$ cat src/rtl/fp_cmp_class.sv
module fp_cmp_class #(
  parameter bit REG_OUT = 1'b1,
  parameter int SE = 8,
  parameter int SM = 23,
  parameter int DE = 11,
  parameter int DM = 52,
  parameter int PW = 8
) (
  input  logic          clk,
  input  logic          rst_n,
  input  logic          dbl,
  input  logic [2:0]    op,
  input  logic [63:0]   a,
  input  logic [63:0]   b,
  input  logic [4:0]    mask,
  output logic [PW-1:0] pred,
  output logic          invalid
);
  localparam int SW = 1 + SE + SM;
  localparam int DW = 1 + DE + DM;
  localparam int MW = DW - 1;

  localparam logic [2:0] OP_EQ = 3'd0;
  localparam logic [2:0] OP_GT = 3'd1;
  localparam logic [2:0] OP_GE = 3'd2;
  localparam logic [2:0] OP_UO = 3'd3;
  localparam logic [2:0] OP_CL = 3'd4;

  // {snan, nan, inf, denorm, normal, zero}
  function automatic logic [5:0] kind(input logic [63:0] x, input logic dp);
    logic ea, ez, mz, qb;
    ea = dp ? &x[DW-2:DM] : &x[SW-2:SM];
    ez = dp ? ~|x[DW-2:DM] : ~|x[SW-2:SM];
    mz = dp ? ~|x[DM-1:0] : ~|x[SM-1:0];
    qb = dp ? x[DM-1] : x[SM-1];
    return {ea & ~mz & ~qb, ea & ~mz, ea & mz, ez & ~mz, ~ea & ~ez, ez & mz};
  endfunction

  logic [5:0]    ka, kb;
  logic          sa, sb;
  logic [MW-1:0] ma, mb;
  logic          any_nan, any_snan, both_zero;
  logic          eq_v, gt_v, ordered_op;
  logic          hit;
  logic          inv_d;

  assign ka = kind(a, dbl);
  assign kb = kind(b, dbl);
  assign sa = dbl ? a[DW-1] : a[SW-1];
  assign sb = dbl ? b[DW-1] : b[SW-1];
  assign ma = dbl ? a[MW-1:0] : MW'(a[SW-2:0]);
  assign mb = dbl ? b[MW-1:0] : MW'(b[SW-2:0]);

  assign any_nan   = ka[4] | kb[4];
  assign any_snan  = ka[5] | kb[5];
  assign both_zero = ka[0] & kb[0];

  assign eq_v = both_zero | ((sa == sb) && (ma == mb));
  always_comb begin
    if (both_zero)      gt_v = 1'b0;
    else if (sa != sb)  gt_v = ~sa;
    else if (!sa)       gt_v = ma > mb;
    else                gt_v = ma < mb;
  end

  assign ordered_op = (op == OP_EQ) || (op == OP_GT) || (op == OP_GE);

  always_comb begin
    unique case (op)
      OP_EQ:   hit = ~any_nan & eq_v;
      OP_GT:   hit = ~any_nan & gt_v;
      OP_GE:   hit = ~any_nan & (gt_v | eq_v);
      OP_UO:   hit = any_nan;
      OP_CL:   hit = |(mask & ka[4:0]);
      default: hit = 1'b0;
    endcase
  end

  assign inv_d = ordered_op & any_snan;

  generate
    if (REG_OUT) begin : g_reg
      always_ff @(posedge clk or negedge rst_n) begin
        if (!rst_n) begin
          pred    <= '0;
          invalid <= 1'b0;
        end else begin
          pred    <= {PW{hit}};
          invalid <= inv_d;
        end
      end
    end else begin : g_comb
      assign pred    = {PW{hit}};
      assign invalid = inv_d;
    end
  endgenerate
endmodule

$ cat config.mk
export PLATFORM = sky130hd
export DESIGN_NAME = fp_cmp_class
export DESIGN_NICKNAME = d
export VERILOG_FILES = /design/src/rtl/fp_cmp_class.sv
export SDC_FILE = /design/constraint.sdc
export NUM_CORES = 1
export LEC_CHECK = 0
export ABC_AREA = 1
export BUFFER_PORTS_ARGS = -buffer_cell sky130_fd_sc_hd__buf_2
export CORE_MARGIN = 10
export CORE_UTILIZATION = 48
export DETAILED_ROUTE_END_ITERATION = 10
export PLACE_DENSITY = 0.88
export RECOVER_POWER = 25
export SETUP_SLACK_MARGIN = 0.4
export SYNTH_ARGS = -nofsm -noshare
export SYNTH_HDL_FRONTEND = slang
export SYNTH_SLANG_ARGS = --single-unit
$ cat constraint.sdc
create_clock -name clk -period 0.8 [get_ports clk]
set_input_delay 0.08 -clock clk [delete_from_list [all_inputs] [get_ports clk]]
set_output_delay 0.08 -clock clk [all_outputs]
set_load 0.005 [all_outputs]
==> results of run 1 <==
[flip-flops by register name, summed over array words and instances (netlist names)]
register	flops
invalid	1
pred	1
[final cells by class]
| cell class | instances | share of cell area |
|---|---|---|
| Sequential cell | 2 | 0.0101 |
| Inverter | 108 | 0.0816 |
| Tap cell | 75 | 0.0189 |
| Clock buffer | 3 | 0.00831 |
| Multi-Input combinational cell | 441 | 0.554 |
| Timing Repair Buffer | 244 | 0.327 |
[logic make-up (layout without fill, tap and decap cells)]
| family | Yosys count | after routing | share of synthesized area |
|---|---|---|---|
| and+or+nand+nor | 339 | 339 | 0.480 |
| buffers and inverters | 123 | 355 | 0.165 |
| adders and majority gates | 63 | 63 | 0.262 |
| AOI/OAI and AO/OA | 37 | 37 | 0.0691 |
| DFF | 2 | 2 | 0.0167 |
| xor gates and xnor gates | 1 | 1 | 0.00291 |
| muxes | 1 | 1 | 0.00333 |
[power groups by stage]
stage / logic (mW) / clock network, mW / registers (mW)
after floorplan: 1.09 / 0 / 0.117
after global placement: 2.04 / 0 / 0.115
after detailed placement: 2.11 / 0 / 0.116
after CTS: 2.39 / 0.397 / 0.115
after global routing: 2.92 / 0.411 / 0.116
final: 2.72 / 0.386 / 0.115
[cell usage in the layout (no fill, tap or decap), types with 4 or more instances in the layout]
master and n:
nand2_1 173, buf_2 144, inv_1 89, buf_4 89, nor2_1 75, ha_1 50, nand4_1 29, a21oi_1 24
inv_2 19, nand2_2 13, ha_4 13, nand3_1 12, nor2_2 8, nor3_1 5, buf_16 5, nand2_4 4
nor3_2 4, a21o_1 4
[worst max path at each step]
stage	startpoint	to	slack, ns
6_report	dbl	pred[0]$_DFF_PN0_	-1.31
5_1_grt	dbl	pred[0]$_DFF_PN0_	-1.32
4_1_cts	dbl	pred[0]$_DFF_PN0_	-0.90
3_5_place_dp	dbl	pred[0]$_DFF_PN0_	-1.19
3_3_place_gp	dbl	pred[0]$_DFF_PN0_	-1.15
2_1_floorplan	dbl	pred[0]$_DFF_PN0_	-1.06
[timing repair]
item | 4_1_cts | 5_1_grt
gates resized for setup | 48 | 15
endpoints found under the hold margin | 2 | 0
setup buffers | 4 | 0
setup endpoints to repair | 11 | 11
pin swaps | 25 | 11
hold buffers | 1 | 0
gates cloned | 5 | 0
[metal layers]
| metal | track usage | wire [um] | up-vias |
|---|---|---|---|
| li1 | - | - | 2261 |
| met1 | 0.287 | 5590 | 2170 |
| met2 | 0.475 | 7070 | 455 |
| met3 | 0.0637 | 1800 | 163 |
| met4 | 0.163 | 1390 | 0 |
| met5 | 0 | 0 | - |
[per-stage QoR]
stage / hold WS, ns / power [mW] / setup slack, ns
floorplan: -0.216 / 1.20 / -1.06
global placement: -0.135 / 2.16 / -1.15
detailed placement: -0.134 / 2.23 / -1.19
CTS: 0.191 / 2.90 / -0.899
global route: 0.199 / 3.45 / -1.32
finish: 0.196 / 3.22 / -1.31
==> key figures, run 1 <==
Power
  – Clock power share: 0.120
  – Peak supply drop: 534 uV
  – Leak Pwr: 3.02 nW
  – Gate power share: 0.844
  – Switching power: 1.53 mW
  – Internal: 1.68 mW
  – Sequential share of power: 0.036
  – Sw frac: 0.477
  – P per Cell Area: 647 mW/mm^2

Timing
  – Setup TNS: -2.50 ns
  – Worst setup margin: -1.31 ns
  – Tcrit/Tclk final: 2.64
  – Final Hold Vio Count: 0
  – Slew Viols, Final: 0
  – Worst slew pin tran: 0.413 ns
  – Fin crit period: 2.11 ns
  – Max_slew headroom: 0.722
  – FMAX: 474 MHz
  – Unrepaired setup endpoints after global routing: yes
  – Final setup fails: 10

Worst setup path
  – Crit. End Element: flop
  – Worst EP required: 0.89 ns
  – Critical path cell sequence: buf_16, buf_12, nand2_1, inv_1, ha_1, nand2_1, o21ai_0, nor2_1, nand2_1, a21oi_2, nand2_2, nand2_2, nand2_2, nand3_2, nand2_1, nand2_1, nand2_1
  – WP depth: 17
  – Critical path's largest stage delay: 0.34 ns
  – Delay-heaviest family, CP: simple AND/OR/NAND/NOR gates
  – Kind of critical path: input pin to flop
  – CP max FO: 13
  – Bufs and invs on worst path: 3
  – Slowest CP cell: ha_1
  – Crit path launch type: input pin
  – Crit path DAT: 2.20 ns
  – Most frequent CP cell: nand2_1

Clock tree
  – Clock sink total: 2
  – CTS max path bufs: 2
  – Num CTS Buffers: 3
  – Root Driver: clkbuf_8
  – Clk pin slew, worst setup/hold paths: 0.03 ns
  – H-Tree Depth: 1
  – TritonCTS clock tree: done

Finish
  – Ant diodes: 0
  – Multi-input gate area: 0.00275 mm^2
  – Filler Cell Count: 349
  – Finished Cell Area: 0.00497 mm^2
  – Area Overhead vs Synth: 65.3%
  – Finished Layout Cells: 873
  – Fraction of layout cells with a size suffix above 1: 0.395
  – Nets@finish: 1,002
  – FF+latch area: 50.0 um^2
  – Final core utilization: 0.829

Global route
  – Initial antenna violation count: 0
  – GRT Util Overall: 0.271
  – Largest net degree at the start of global routing: 14
  – Overflow after GRT: 0
  – First-pass GRT wire length: 22.8 mm
  – Vias in the first global route: 5,087

Drt
  – DR vias: 5,049
  – DR pass1 iterations: 7
  – Final WL: 15.8 mm
  – Drt wl/cell: 18.2 um
  – Vias/cell: 5.78
  – Routed Antenna Nets: 0
  – DRT iter0 DRCs: 484
  – Drc violations: 0

Synth
  – Leading post-synthesis cells by cell area: ha_1, nand2_1, inv_1, nor2_1, nand4_1
  – Syn Area/Cell: 5.31 um^2
  – Count of flip-flops with a built-in enable after synthesis: 0
  – Sequential-to-total area share from yosys stat: 0.0167
  – Yosys warns: 0
  – Syn Inst Count: 566
  – Top-count cell post-synth: nand2_1
  – Synth Cell Area: 0.00301 mm^2
  – Post-synthesis async set-or-reset flop share: 1.00
  – Most common library cells after synthesis: nand2_1, inv_1, nor2_1, ha_1, nand4_1
  – Seq cells post-synth: 2
  – Distinct cells, synth: 31
  – Net count after synthesis: 768
  – Primary FF master, synth: dfrtp_1
  – Largest area contributor in the netlist: ha_1
  – Synth top area share: 0.262

Die
  – Row count: 28
  – Chip width: 99.1 um
  – Core ar.: 0.00599 mm^2
  – Die Area: 0.00983 mm^2
  – Num ports: 148
  – Die height: 99.1 um
  – Initial Util: 0.502

Status
  – Violated checks: setup timing
  – Status: finished, violations left

Run
  – Max Cap Viol: 0

Placed design
  – Placement Cell Area: 0.00443 mm^2
  – GP Congestion: 0.985
  – IO buf count: 147
  – Placed cell count: 860
  – Post-DP HPWL: 10.5 mm

Hold path
  – HP Class: input pin to flop
  – Hold Crit Start: op[2]
  – Min-Delay Endpoint: invalid$_DFF_PN0_
  – WHS Path Cells: 4
Power figures use the tool's default switching activity.
==> run 2: changes to the inputs <==
- CORE_UTILIZATION: 48 -> 34
- PLACE_DENSITY: 0.88 -> 0.67
==> run 2 against run 1 <==
  * The run still ends with setup timing left
  * Flip-flop and latch count unchanged
  * Critical path depth fell by 1
  * Via count shrank 17%
  * Non-clock buffer count is 4 lower
  * Count of clock-buffer cells in the layout did not move
  * Sequential power hardly changed
  * Maximum frequency up 24%
  * Design area is 3.7% lower
  * Total power fell by 13%
  * Largest cell class unchanged
==> key figures, run 2 (synthesized netlist as in run 1, its figures left out) <==
Worst setup path
  – Crit path launch type: input pin (unchanged)
  – Slowest CP cell: ha_4 (was ha_1)
  – Crit path DAT: 1.79 ns (was 2.20 ns)
  – Critical path cell sequence: buf_12, buf_12, nand2_1, inv_1, ha_4, nand4_1, inv_1, nand4_1, nor4_2, nand2_1, nand2_1, nand2_1, nand3_2, nand2_1, nand2_1, nand2_1 (was buf_16, buf_12, nand2_1, inv_1, ha_1, nand2_1, o21ai_0, nor2_1, nand2_1, a21oi_2, nand2_2, nand2_2, nand2_2, nand3_2, nand2_1, nand2_1, nand2_1)
  – CP max FO: 18 (was 13)
  – Most frequent CP cell: nand2_1 (unchanged)
  – Delay-heaviest family, CP: simple AND/OR/NAND/NOR gates (unchanged)
  – Critical path's largest stage delay: 0.28 ns (was 0.34 ns)
  – Bufs and invs on worst path: 4 (was 3)
  – Crit. End Element: flop (unchanged)
  – Worst EP required: 0.89 ns (about the same)
  – Kind of critical path: input pin to flop (unchanged)

Clock tree
  – Root Driver: clkbuf_8 (unchanged)
  – Clk pin slew, worst setup/hold paths: 0.03 ns (about the same)
  – TritonCTS clock tree: done (unchanged)
  – CTS max path bufs: 2 (unchanged)
  – H-Tree Depth: 1 (unchanged)
  – Clock sink total: 2 (unchanged)
  – Num CTS Buffers: 3 (unchanged)

Status
  – Status: finished, violations left (unchanged)
  – Violated checks: setup timing (unchanged)

Drt
  – Vias/cell: 4.67 (was 5.78)
  – DR pass1 iterations: 4 (was 7)
  – Drt wl/cell: 13.4 um (was 18.2 um)
  – DRT iter0 DRCs: 198 (was 484)
  – Final WL: 12.1 mm (was 15.8 mm)
  – Drc violations: 0 (unchanged)
  – DR vias: 4,214 (was 5,049)
  – Routed Antenna Nets: 0 (unchanged)

Power
  – Clock power share: 0.140 (was 0.120)
  – Sequential share of power: 0.041 (was 0.036)
  – Leak Pwr: 2.94 nW (was 3.02 nW)
  – Pwr Total: 2.81 mW (was 3.22 mW)
  – P per Cell Area: 588 mW/mm^2 (was 647 mW/mm^2)
  – Sw frac: 0.446 (was 0.477)
  – Peak supply drop: 251 uV (was 534 uV)
  – Internal: 1.56 mW (was 1.68 mW)
  – Switching power: 1.25 mW (was 1.53 mW)
  – Gate power share: 0.820 (was 0.844)

Global route
  – Met2 Usage GRT: 0.323 (was 0.475)
  – GR peak layer: met2 (unchanged)
  – GR Util met1: 0.199 (was 0.287)
  – Initial antenna violation count: 0 (unchanged)
  – Overflow after GRT: 0 (unchanged)
  – Largest net degree at the start of global routing: 36 (was 14)
  – Vias in the first global route: 4,481 (was 5,087)
  – First-pass GRT wire length: 19.5 mm (was 22.8 mm)
  – GRT Util Overall: 0.174 (was 0.271)
  – Met3 Use GR: 0.0373 (was 0.0637)

Finish
  – Area Overhead vs Synth: 59.2% (was 65.3%)
  – Final core utilization: 0.551 (was 0.829)
  – Ant diodes: 0 (unchanged)
  – Filler Cell Count: 906 (was 349)
  – Finished Cell Area: 0.00478 mm^2 (was 0.00497 mm^2)
  – Leading registers by flop count: invalid: 1 flops, pred: 1 flops (unchanged)
  – Most common cell after layout, fill and taps aside: nand2_1 (unchanged)
  – Nets@finish: 998 (was 1,002)
  – Commonest non-fill, non-tap cells in the layout: nand2_1, buf_2, inv_1, buf_4, nor2_1 (unchanged)
  – Fraction of layout cells with a size suffix above 1: 0.369 (was 0.395)

Timing
  – Final Hold Vio Count: 0 (unchanged)
  – FMAX: 586 MHz (was 474 MHz)
  – Tcrit/Tclk final: 2.13 (was 2.64)
  – Worst setup margin: -0.905 ns (was -1.31 ns)
  – Max_slew headroom: 0.783 (was 0.722)
  – Slew Viols, Final: 0 (unchanged)
  – Final Hold Slack: 0.203 ns (was 0.196 ns)
  – Worst slew pin tran: 0.323 ns (was 0.413 ns)
  – Fin crit period: 1.71 ns (was 2.11 ns)
  – Final setup fails: 10 (unchanged)
  – Unrepaired setup endpoints after global routing: yes (unchanged)

Placed design
  – IO buf count: 147 (unchanged)
  – GP Congestion: 0.876 (was 0.985)
  – Placement Cell Area: 0.00443 mm^2 (about the same)
  – Post-DP HPWL: 10.6 mm (was 10.5 mm)
  – DP Worst Slack: -1.23 ns (was -1.19 ns)

Die
  – Core ar.: 0.00868 mm^2 (was 0.00599 mm^2)
  – Chip width: 114 um (was 99.1 um)
  – Row count: 34 (was 28)
  – Initial Util: 0.346 (was 0.502)
  – Die Area: 0.0130 mm^2 (was 0.00983 mm^2)
  – Die height: 114 um (was 99.1 um)
  – Num ports: 148 (unchanged)

Run
  – Max Cap Viol: 0 (unchanged)

Hold path
  – HP Class: input pin to async pin (was input pin to flop)
[run 2: cell count changes in the layout (fill, tap and decap cells not counted), sizes merged]
cell	before	now
buf	241	237
clkbuf	4	5
bufbuf	1	0
[run 2: layout make-up]
class / count / area [um^2] / area share
Timing Repair Buffer: 240 / 1540 / 0.321
Inverter: 108 / 405 / 0.0847
Multi-Input combinational cell: 441 / 2620 / 0.547
Clock buffer: 3 / 41.3 / 0.00863
Tap cell: 108 / 135 / 0.0282
Sequential cell: 2 / 50.0 / 0.0105
[run 2: power by group through the flow]
stage                     sequential [mW]  clock (mW)  combinational, mW
after CTS                           0.115       0.408               2.22
after detailed placement            0.116           0               2.12
final                               0.114       0.393               2.30
after global routing                0.116       0.410               2.62
after floorplan                     0.117           0               1.09
after global placement              0.115           0               2.08
[run 2: routing by layer]
| layer | up-vias | wire length (um) |
|---|---|---|
| met1 | 1832 | 5120 |
| met2 | 129 | 5910 |
| li1 | 2241 | - |
| met3 | 12 | 854 |
| met4 | 0 | 195 |
| met5 | - | 0 |
[run 2: what timing repair did]
action | 4_1_cts | 5_1_grt
endpoints found under the hold margin | 2 | 0
resized for setup | 31 | 15
gates cloned | 2 | 1
hold buffers | 1 | 0
endpoints found under the setup margin | 11 | 11
pin swaps | 10 | 7
setup buffers | 1 | 5
[run 2: per-stage QoR]
step	setup TNS, ns	cells
after floorplan	-1.19	566
after global placement	-1.88	889
after detailed placement	-1.93	889
after CTS	-1.84	896
after global routing	-2.77	902
final	-2.13	902
[run 2: worst paths after layout]
check                      start                end  slack (ns)  cells past startpoint
max in group asynchronous  rst_n  pred[0]$_DFF_PN0_        0.46                      2
max                          dbl  pred[0]$_DFF_PN0_       -0.91                     16
min                        rst_n  invalid$_DFF_PN0_        0.20                      2
min in group clk           op[2]  invalid$_DFF_PN0_        0.23                      4
==> run 3: changes to the inputs <==
- ABC_AREA: 1 -> 0
- PLACE_DENSITY: 0.67 -> 0.7
==> run 3 against run 2 <==
  * The flow still finishes with violations (setup timing)
  * Hold slack got worse by 0.092 ns
  * Synthesized cell count decreased by 35%
  * Maximum frequency decreased by 24%
  * Critical endpoint unchanged
  * Die area decreased by 12%
  * Cell count decreased by 20%
==> key figures, run 3 <==
Power
  – Sw frac: 0.409 (was 0.446)
  – Peak supply drop: 231 uV (was 251 uV)
  – P per Cell Area: 595 mW/mm^2 (was 588 mW/mm^2)
  – Pwr Total: 2.85 mW (was 2.81 mW)
  – Sequential share of power: 0.040 (was 0.041)
  – Clock power share: 0.139 (was 0.140)
  – Gate power share: 0.821 (was 0.820)
  – Leak Pwr: 2.49 nW (was 2.94 nW)
  – Switching power: 1.16 mW (was 1.25 mW)
  – Internal: 1.68 mW (was 1.56 mW)

Placed design
  – IO buf count: 147 (unchanged)
  – GP Congestion: 0.960 (was 0.876)
  – DP Worst Slack: -1.75 ns (was -1.23 ns)
  – Placed cell count: 710 (was 889)
  – Post-DP HPWL: 10.0 mm (was 10.6 mm)
  – Placement Cell Area: 0.00431 mm^2 (was 0.00443 mm^2)

Timing
  – Final Hold Vio Count: 0 (unchanged)
  – Fin crit period: 2.23 ns (was 1.71 ns)
  – Worst setup margin: -1.43 ns (was -0.905 ns)
  – Setup TNS: -2.56 ns (was -2.13 ns)
  – Max_slew headroom: 0.756 (was 0.783)
  – FMAX: 448 MHz (was 586 MHz)
  – Unrepaired setup endpoints after global routing: yes (unchanged)
  – Tcrit/Tclk final: 2.79 (was 2.13)
  – Slew Viols, Final: 0 (unchanged)
  – Final Hold Slack: 0.111 ns (was 0.203 ns)
  – Final setup fails: 10 (unchanged)
  – Worst slew pin tran: 0.363 ns (was 0.323 ns)

Die
  – Initial Util: 0.352 (was 0.346)
  – Die height: 107 um (was 114 um)
  – Core ar.: 0.00729 mm^2 (was 0.00868 mm^2)
  – Die Area: 0.0114 mm^2 (was 0.0130 mm^2)
  – Num ports: 148 (unchanged)
  – Chip width: 107 um (was 114 um)
  – Row count: 31 (was 34)

Hold path
  – Min-Delay Endpoint: invalid$_DFF_PN0_
  – Hold Crit Start: op[1]
  – WHS Path Cells: 2
  – HP Class: input pin to flop (was input pin to async pin)

Synth
  – Net count after synthesis: 571 (was 768)
  – Primary FF master, synth: dfrtp_1 (unchanged)
  – Largest area contributor in the netlist: ha_1 (unchanged)
  – Count of flip-flops with a built-in enable after synthesis: 0 (unchanged)
  – Top-count cell post-synth: ha_1 (was nand2_1)
  – Leading post-synthesis cells by cell area: ha_1, and2_1, nand2_1, nor4_1, a21oi_1 (was ha_1, nand2_1, inv_1, nor2_1, nand4_1)
  – Syn Inst Count: 369 (was 566)
  – Synth Cell Area: 0.00257 mm^2 (was 0.00301 mm^2)
  – Distinct cells, synth: 48 (was 31)
  – Syn Area/Cell: 6.96 um^2 (was 5.31 um^2)
  – Sequential-to-total area share from yosys stat: 0.0195 (was 0.0167)
  – Most common library cells after synthesis: ha_1, nand2_1, and2_1, inv_1, nor4_1 (was nand2_1, inv_1, nor2_1, ha_1, nand4_1)
  – Yosys warns: 0 (unchanged)
  – Post-synthesis async set-or-reset flop share: 1.00 (unchanged)
  – Synth top area share: 0.307 (was 0.262)
  – Seq cells post-synth: 2 (unchanged)

Worst setup path
  – WP depth: 14 (was 16)
  – Critical path cell sequence: buf_12, buf_8, buf_16, nand2_4, ha_4, buf_4, a21oi_1, nand2_1, a211oi_1, a21oi_1, a311o_1, o21ai_1, nor2_1, o311ai_1 (was buf_12, buf_12, nand2_1, inv_1, ha_4, nand4_1, inv_1, nand4_1, nor4_2, nand2_1, nand2_1, nand2_1, nand3_2, nand2_1, nand2_1, nand2_1)
  – Most frequent CP cell: a21oi_1 (was nand2_1)
  – CP max FO: 8 (was 18)
  – Bufs and invs on worst path: 4 (unchanged)
  – Kind of critical path: input pin to flop (unchanged)
  – Crit. End Element: flop (unchanged)
  – Crit path launch type: input pin (unchanged)
  – Delay-heaviest family, CP: compound AO/OA/AOI/OAI gates (was simple AND/OR/NAND/NOR gates)
  – Crit path DAT: 2.33 ns (was 1.79 ns)
  – Worst EP required: 0.90 ns (was 0.89 ns)
  – Critical path's largest stage delay: 0.32 ns (was 0.28 ns)
  – Slowest CP cell: a311o_1 (was ha_4)

Finish
  – Ant diodes: 0 (unchanged)
  – Nets@finish: 831 (was 998)
  – Filler Cell Count: 621 (was 906)
  – Finished Cell Area: 0.00479 mm^2 (was 0.00478 mm^2)
  – Most common cell after layout, fill and taps aside: buf_2 (was nand2_1)
  – Leading registers by flop count: invalid: 1 flops, pred: 1 flops (unchanged)
  – Final core utilization: 0.656 (was 0.551)
  – Commonest non-fill, non-tap cells in the layout: buf_2, buf_4, ha_1, nand2_1, inv_1 (was nand2_1, buf_2, inv_1, buf_4, nor2_1)
  – Area Overhead vs Synth: 86.2% (was 59.2%)
  – Fraction of layout cells with a size suffix above 1: 0.515 (was 0.369)
  – Finished Layout Cells: 726 (was 902)

Clock tree
  – CTS max path bufs: 2 (unchanged)
  – Clock sink total: 2 (unchanged)
  – Root Driver: clkbuf_8 (unchanged)
  – Num CTS Buffers: 3 (unchanged)
  – Clk pin slew, worst setup/hold paths: 0.03 ns (about the same)
  – H-Tree Depth: 1 (unchanged)
  – TritonCTS clock tree: done (unchanged)

Drt
  – DR pass1 iterations: 4 (unchanged)
  – DRT iter0 DRCs: 158 (was 198)
  – Vias/cell: 5.25 (was 4.67)
  – Drt wl/cell: 16.6 um (was 13.4 um)
  – Routed Antenna Nets: 0 (unchanged)
  – Drc violations: 0 (unchanged)
  – DR vias: 3,810 (was 4,214)
  – Final WL: 12.1 mm (about the same)

Global route
  – First-pass GRT wire length: 19.3 mm (was 19.5 mm)
  – Vias in the first global route: 4,259 (was 4,481)
  – GRT Util Overall: 0.200 (was 0.174)
  – Overflow after GRT: 0 (unchanged)
  – Largest net degree at the start of global routing: 24 (was 36)
  – Initial antenna violation count: 0 (unchanged)

Status
  – Status: finished, violations left (unchanged)
  – Violated checks: setup timing (unchanged)

Run
  – Max Cap Viol: 0 (unchanged)
## run 3: cell types whose count changed in the layout (fill, tap and decap cells not counted), moves of 8 or more
cell | before | now
inv_2 | 17 | 1
nand4_1 | 29 | 21
inv_1 | 91 | 32
ha_4 | 5 | 16
nand2_1 | 182 | 44
o21ai_0 | 2 | 10
ha_1 | 58 | 47
and2_1 | 0 | 22
nor4_1 | 2 | 25
buf_4 | 83 | 112
and2_4 | 0 | 11
nor2_1 | 76 | 11
## run 3: logic make-up (layout without fill, tap and decap cells)
kind of cell / after synthesis / in the layout / synth area share
flip-flops: 2 / 2 / 0.0195
multiplexers: 4 / 4 / 0.0156
AND/OR/NAND/NOR: 185 / 185 / 0.402
buffers and inverters: 47 / 305 / 0.0789
XOR/XNOR: 1 / 1 / 0.00341
AO/OA/AOI/OAI: 67 / 67 / 0.174
adder cells (fa/ha/maj): 63 / 63 / 0.307
## run 3: how the worst max path moves through the flow
stage          start                end  slack (ns)
2_1_floorplan    dbl  pred[0]$_DFF_PN0_       -1.39
3_3_place_gp     dbl  pred[0]$_DFF_PN0_       -1.68
3_5_place_dp     dbl  pred[0]$_DFF_PN0_       -1.75
4_1_cts          dbl  pred[0]$_DFF_PN0_       -1.41
5_1_grt          dbl  pred[0]$_DFF_PN0_       -1.56
6_report         dbl  pred[0]$_DFF_PN0_       -1.43
## run 3: layout make-up
type                    instances  area [um^2]  area share
multi-input cells             320         2690       0.562
inverters                      33          124      0.0259
flip-flops and latches          2         50.0      0.0105
repair buffers                269         1760       0.367
well taps                      99          124      0.0259
clock buffers                   3         41.3     0.00863
## run 3: timing repair
item,CTS,global route
setup endpoints to repair,11,11
buffers inserted,8,2
gates cloned,2,0
gates resized for setup,41,14
pin swaps,16,11
hold buffers,1,0
hold endpoints to repair,2,0
## run 3: metal layers
metal	up-vias	wire, um	part of all wire	GRT usage
li1	1899	-	-	-
met3	30	645	0.053	0.0341
met5	-	0	0	0
met1	1742	5020	0.42	0.220
met4	0	308	0.025	0.0629
met2	139	6110	0.51	0.376
## run 3: power by group through the flow
| stage | Sequential [mW] | Clock (mW) | Combinational (mW) |
|---|---|---|---|
| after floorplan | 0.116 | 0 | 0.916 |
| final | 0.113 | 0.396 | 2.34 |
| after CTS | 0.114 | 0.401 | 2.24 |
| after global routing | 0.115 | 0.415 | 2.58 |
| after global placement | 0.114 | 0 | 1.94 |
| after detailed placement | 0.115 | 0 | 2.01 |
